File: config.mk
export PLATFORM = sky130hd
export DESIGN_NAME = clkstate_sync_rx
export DESIGN_NICKNAME = d
export VERILOG_FILES = /design/src/rtl/clkstate_pkg.sv /design/src/rtl/clkstate_in_path.sv /design/src/rtl/clkstate_gen.sv /design/src/rtl/clkstate_validate.sv /design/src/rtl/clkstate_sync_rx.sv
export SDC_FILE = /design/constraint.sdc
export NUM_CORES = 1
export LEC_CHECK = 0
export BUFFER_PORTS_ARGS = -buffer_cell sky130_fd_sc_hd__buf_2
export CAP_MARGIN = 20
export CORE_MARGIN = 2
export CORE_UTILIZATION = 37
export CTS_BUF_LIST = sky130_fd_sc_hd__clkbuf_8
export CTS_CLUSTER_SIZE = 20
export DETAILED_ROUTE_END_ITERATION = 6
export PLACE_DENSITY = 0.69
export SETUP_SLACK_MARGIN = 0.1
export SLEW_MARGIN = 20
export SYNTH_ARGS = -nofsm -noshare
export SYNTH_HDL_FRONTEND = slang
export SYNTH_SLANG_ARGS = --single-unit
File: constraint.sdc
create_clock -name clk -period 1.9 [get_ports clk]
set_input_delay 0.095 -clock clk [delete_from_list [all_inputs] [get_ports clk]]
set_output_delay 0.095 -clock clk [all_outputs]
set_load 0.02 [all_outputs]
File: src/rtl/clkstate_pkg.sv
package clkstate_pkg;
  localparam int unsigned STATE_W_DEF     = 4;
  localparam int unsigned DLY_W_DEF       = 3;
  localparam int unsigned SYNC_STAGES_DEF = 2;

  // Outcome of inspecting one qualified sync edge
  typedef enum logic [1:0] {
    CHK_NONE  = 2'd0,
    CHK_ALIGN = 2'd1,
    CHK_HIT   = 2'd2,
    CHK_MISS  = 2'd3
  } chk_e;
endpackage

File: src/rtl/clkstate_in_path.sv
module clkstate_in_path #(
  parameter int unsigned DLY_W       = clkstate_pkg::DLY_W_DEF,
  parameter int unsigned SYNC_STAGES = clkstate_pkg::SYNC_STAGES_DEF
) (
  input  logic             clk,
  input  logic             rst_n,
  input  logic             sync_in,
  input  logic [DLY_W-1:0] dly_sel,
  output logic             edge_det
);
  localparam int unsigned TAPS = (1 << DLY_W) - 1;

  logic [SYNC_STAGES-1:0] sync_q;
  logic [SYNC_STAGES-1:0] sync_d;
  logic [TAPS-1:0]        line_q;
  logic [TAPS-1:0]        line_d;
  logic [TAPS:0]          taps_all;
  logic                   synced;
  logic                   tap;
  logic                   hist_q;
  logic                   hist_d;

  // Metastability chain
  assign sync_d[0] = sync_in;
  for (genvar i = 1; i < SYNC_STAGES; i++) begin : g_sync
    assign sync_d[i] = sync_q[i-1];
  end
  assign synced = sync_q[SYNC_STAGES-1];

  // Whole-cycle delay line
  if (TAPS > 1) begin : g_line
    assign line_d = {line_q[TAPS-2:0], synced};
  end else begin : g_line1
    assign line_d = synced;
  end

  // Tap 0 is the synchronizer output itself
  assign taps_all = {line_q, synced};

  always_comb begin
    tap      = taps_all[dly_sel];
    hist_d   = tap;
    edge_det = tap & ~hist_q;
  end

  always_ff @(posedge clk or negedge rst_n) begin
    if (!rst_n) begin
      sync_q <= '0;
      line_q <= '0;
      hist_q <= 1'b0;
    end else begin
      sync_q <= sync_d;
      line_q <= line_d;
      hist_q <= hist_d;
    end
  end
endmodule

File: src/rtl/clkstate_gen.sv
module clkstate_gen #(
  parameter int unsigned STATE_W = clkstate_pkg::STATE_W_DEF
) (
  input  logic               clk,
  input  logic               rst_n,
  input  logic               load,
  input  logic [STATE_W-1:0] preset,
  output logic [STATE_W-1:0] state,
  output logic [STATE_W-1:0] div_clk
);
  localparam logic [STATE_W-1:0] STEP = STATE_W'(1);

  logic [STATE_W-1:0] cnt_q;
  logic [STATE_W-1:0] cnt_d;

  always_comb begin
    if (load) cnt_d = preset;
    else      cnt_d = cnt_q + STEP;
  end

  always_ff @(posedge clk or negedge rst_n) begin
    if (!rst_n) cnt_q <= '0;
    else        cnt_q <= cnt_d;
  end

  assign state = cnt_q;

  // Bit k of the state toggles at clk / 2^(k+1)
  for (genvar k = 0; k < STATE_W; k++) begin : g_div
    assign div_clk[k] = cnt_q[k];
  end
endmodule

File: src/rtl/clkstate_validate.sv
module clkstate_validate
  import clkstate_pkg::*;
#(
  parameter int unsigned STATE_W = STATE_W_DEF
) (
  input  logic               clk,
  input  logic               rst_n,
  input  logic               rx_en,
  input  logic               edge_hit,
  input  logic               chk_off,
  input  logic [STATE_W-1:0] cur_state,
  input  logic [STATE_W-1:0] preset,
  input  logic [STATE_W-1:0] win_ofs,
  input  logic               err_clr,
  output logic               err_flag
);
  localparam logic [STATE_W-1:0] STEP = STATE_W'(1);

  logic [STATE_W-1:0] probe;
  logic [STATE_W-1:0] target;
  chk_e               verdict;
  logic               aligned_q;
  logic               aligned_d;
  logic               err_q;
  logic               err_d;
  logic               err_en;
  logic               err_set;

  always_comb begin
    probe  = cur_state + win_ofs;
    target = preset - STEP;
    if (!edge_hit)                       verdict = CHK_NONE;
    else if (!aligned_q)                 verdict = CHK_ALIGN;
    else if (chk_off || probe == target) verdict = CHK_HIT;
    else                                 verdict = CHK_MISS;

    aligned_d = rx_en ? (aligned_q | edge_hit) : 1'b0;
    err_set   = (verdict == CHK_MISS);
    err_en    = err_set | err_clr;
    err_d     = err_set;        // a new miss outranks a clear
  end

  always_ff @(posedge clk or negedge rst_n) begin
    if (!rst_n) begin
      aligned_q <= 1'b0;
      err_q     <= 1'b0;
    end else begin
      aligned_q <= aligned_d;
      if (err_en) err_q <= err_d;
    end
  end

  assign err_flag = err_q;
endmodule

File: src/rtl/clkstate_sync_rx.sv
module clkstate_sync_rx #(
  parameter int unsigned STATE_W     = clkstate_pkg::STATE_W_DEF,
  parameter int unsigned DLY_W       = clkstate_pkg::DLY_W_DEF,
  parameter int unsigned SYNC_STAGES = clkstate_pkg::SYNC_STAGES_DEF
) (
  input  logic               clk,
  input  logic               rst_n,
  input  logic               sync_in,
  input  logic               rx_enable,
  input  logic [STATE_W-1:0] preset_state,
  input  logic [DLY_W-1:0]   in_delay,
  input  logic [STATE_W-1:0] val_delay,
  input  logic               val_disable,
  input  logic               err_clear,
  output logic [STATE_W-1:0] clk_state,
  output logic [STATE_W-1:0] div_clk,
  output logic               sync_err
);
  logic edge_det;
  logic qual_edge;

  clkstate_in_path #(
    .DLY_W       (DLY_W),
    .SYNC_STAGES (SYNC_STAGES)
  ) u_in_path (
    .clk      (clk),
    .rst_n    (rst_n),
    .sync_in  (sync_in),
    .dly_sel  (in_delay),
    .edge_det (edge_det)
  );

  assign qual_edge = edge_det & rx_enable;

  clkstate_gen #(
    .STATE_W (STATE_W)
  ) u_gen (
    .clk     (clk),
    .rst_n   (rst_n),
    .load    (qual_edge),
    .preset  (preset_state),
    .state   (clk_state),
    .div_clk (div_clk)
  );

  clkstate_validate #(
    .STATE_W (STATE_W)
  ) u_validate (
    .clk       (clk),
    .rst_n     (rst_n),
    .rx_en     (rx_enable),
    .edge_hit  (qual_edge),
    .chk_off   (val_disable),
    .cur_state (clk_state),
    .preset    (preset_state),
    .win_ofs   (val_delay),
    .err_clr   (err_clear),
    .err_flag  (sync_err)
  );
endmodule

==> results.ini <==
[cts]
cts_tree=built
insertion_delay_ps=240
htree_levels=1
clkTransAtPathRegs_ps=60
cts_sinks=16
cts-root-buf=clkbuf_8
clk_path_buf_depth=2
cts_buffers=3

[synth]
synth_area_leaders=dfrtp_1 (48%), ha_1 (7.6%), xnor2_1 (6.3%), mux2_4 (5.4%), mux2_2 (4.1%)
netlist.area_leader.share_pct=48.3
yosys.area.top_type=dfrtp_1
yosysUniqueCellTypes=23
synth_area_per_cell_um2=14.0
synth_fp_nets=82
yosysWarnings=0
syn-cell-area_um2=828
yosysSeqAreaShare_pct=48.3
synth-seq-cells=16
postSynthCellCount=59

[die]
chipWidth_um=51.3
die_area_mm2=0.00263
io_pins=26
start_util_pct=38.2
num_rows=17
core-area_mm2=0.00217
die_y_um=51.3

[finish]
n_fill_cell=211
drive_gt1_share_pct=46.5
diodes=0
nets=111
multi_input_area_um2=388
fin_area_mm2=0.00103
ff_latch_area_um2=400
area_growth_pct=24.6

[power]
power.internal_uw=865
p_per_area_mw_per_mm2=1280
seqPwrFrac_pct=35.1
p_comb_share_pct=46.5
swShare_pct=34.5
switchingPower_uw=455
power_frac_clock_pct=18.3
vdd_drop_max_mv=0.648
p_leak_uw=0.000520

[min_path]
hp-class=input pin to register

[route]
drt_pass1_iterations=2
final_antenna_net_count=0
drc_errors=0
wl_per_cell_um=12.1
drt_iter0_drc=6
via_count=510
drt-total-wl_um=1380
vias_per_cell=4.47

[timing]
worst_slack_ps=44.7
slew_viol_final=0
skew_ps=1.17
worstMarginPinSlew_ps=351
slew_headroom_pct=76.6
holdWs_ps=97.4
setup_violations=0
rsz0062_at_grt=yes
fmax_ghz=0.539
hold_violations=0
min_period_ps=1860
fin_crit_sh_pct=97.6
setup-tns-final_ps=0

[critical_path]
path_class=register to register
worst_setup_path_end_kind=register
cp_max_fo=5
startpoint_type=register
critPathArrivalTime_ps=1980
required_ps=2020

[place]
numPortBuffers=25
place_ws_ps=30.9
hpwl_um=1180
postPlaceCellArea_um2=958
place.gp.congestion=0.699

[global_routing]
grt_max_degree=17
grt_use_total_pct=12.3
antenna_found_initial=0
grt.overflow.total=0
first_global_vias=522
grt_pass1_wl_um=2280

[job]
cap_violations=0

[run_status]
status=finished clean

-- kinds of logic after synthesis --
kind of cell	share of synthesized area [%]
buffers and inverters	5.89
AO/OA/AOI/OAI	3.78
flip-flops	48.3
XOR/XNOR	12.2
multiplexers	14.8
adder cells (fa/ha/maj)	9.97
AND/OR/NAND/NOR	4.98
-- per-stage QoR --
| step | cells | total power, µW | utilization (%) |
|---|---|---|---|
| after floorplan | 59 | 971 | - |
| after global placement | 108 | 1070 | 44.2 |
| after detailed placement | 108 | 1090 | 44.2 |
| after CTS | 114 | 1330 | 47.4 |
| after global routing | 114 | 1410 | 47.6 |
| final | 114 | 1320 | 47.6 |
-- cell usage after synthesis --
| cell type | number |
|---|---|
| nand3_1 | 1 |
| mux2_1 | 1 |
| xnor3_1 | 1 |
| nor3_1 | 1 |
| a21o_1 | 1 |
| nor4_1 | 1 |
| mux4_2 | 1 |
| nor4bb_1 | 1 |
| a21oi_1 | 3 |
| ha_1 | 5 |
| mux2_4 | 3 |
| inv_1 | 2 |
| dfrtp_1 | 16 |
| fa_1 | 1 |
| mux2_2 | 3 |
| buf_6 | 1 |
| xnor2_1 | 6 |
| xor2_1 | 3 |
| a21o_2 | 1 |
| buf_4 | 4 |
| and3b_1 | 1 |
| mux2i_1 | 1 |
| nor2b_1 | 1 |
-- layout by cell type, fill, tap and decap left out --
cell           netlist  routed
buf_2                0      25
dfrtp_1             16      16
xnor2_1              6       6
mux2_4               3       5
ha_1                 5       5
xor2_1               3       3
a21oi_1              3       3
clkbuf_8             0       3
mux2_2               3       2
inv_1                2       2
dlygate4sd3_1        0       2
buf_4                4       2
mux4_2               1       1
and3b_2              0       1
mux2i_1              1       1
nand3_1              1       1
a21o_2               1       1
nor2b_1              1       1
nor4_1               1       1
nor3_1               1       1
xnor3_1              1       1
a21o_1               1       1
nor4bb_1             1       1
fa_1                 1       1
-- layout make-up --
| class | count | share of cell area [%] |
|---|---|---|
| well taps | 28 | 3.39 |
| clock buffers | 3 | 4.00 |
| inverters | 2 | 0.727 |
| multi-input cells | 36 | 37.6 |
| repair buffers | 29 | 15.5 |
| flip-flops and latches | 16 | 38.8 |
-- state kept, by name (all words and copies together), names as in the netlist --
signal                cells
u_in_path.line_q          7
u_gen.div_clk             4
u_in_path.sync_q          2
u_in_path.hist_q          1
u_validate.aligned_q      1
u_validate.err_flag       1
-- worst paths after layout --
check | startpoint | endpoint | slack (ps) | depth (start not counted)
max | u_in_path.line_q[3] | u_gen.div_clk[3] | 40 | 4
min | rx_enable | u_validate.aligned_q | 100 | 2
max reg2reg | u_in_path.line_q[3] | u_gen.div_clk[3] | 40 | 4
min reg2reg | u_in_path.sync_q[0] | u_in_path.sync_q[1] | 350 | 0
max in group asynchronous | rst_n | u_gen.div_clk[3] | 1350 | 2
min in group asynchronous | rst_n | u_in_path.line_q[0] | 290 | 2
-- routing by layer --
| layer | GRT usage (%) | vias up | wire length, µm |
|---|---|---|---|
| met1 | 15.4 | 237 | 618 |
| met4 | 5.26 | 0 | 19 |
| li1 | - | 253 | - |
| met2 | 19.3 | 18 | 660 |
| met3 | 4.09 | 2 | 86 |
| met5 | 0 | - | 0 |
-- power groups by stage --
stage	registers, µW	clock network, µW	logic (µW)
floorplan	516	0	455
global placement	469	0	604
detailed placement	471	0	618
CTS	464	247	622
global route	473	270	671
finish	463	242	614
-- what timing repair did --
| item | CTS | global route |
|---|---|---|
| hold buffers | 2 | 0 |
| gates resized for setup | 1 | 1 |
| endpoints found under the hold margin | 17 | 0 |
| endpoints found under the setup margin | 3 | 4 |
| buffers inserted | 1 | 0 |
| pin swaps | 0 | 1 |
-- worst max-delay path: stages (launching register included) --
cell and delay (ps):
dfrtp_1 400, mux2_4 270, mux4_2 480, and3b_2 280, mux2_4 310
Power figures use the tool's default switching activity.
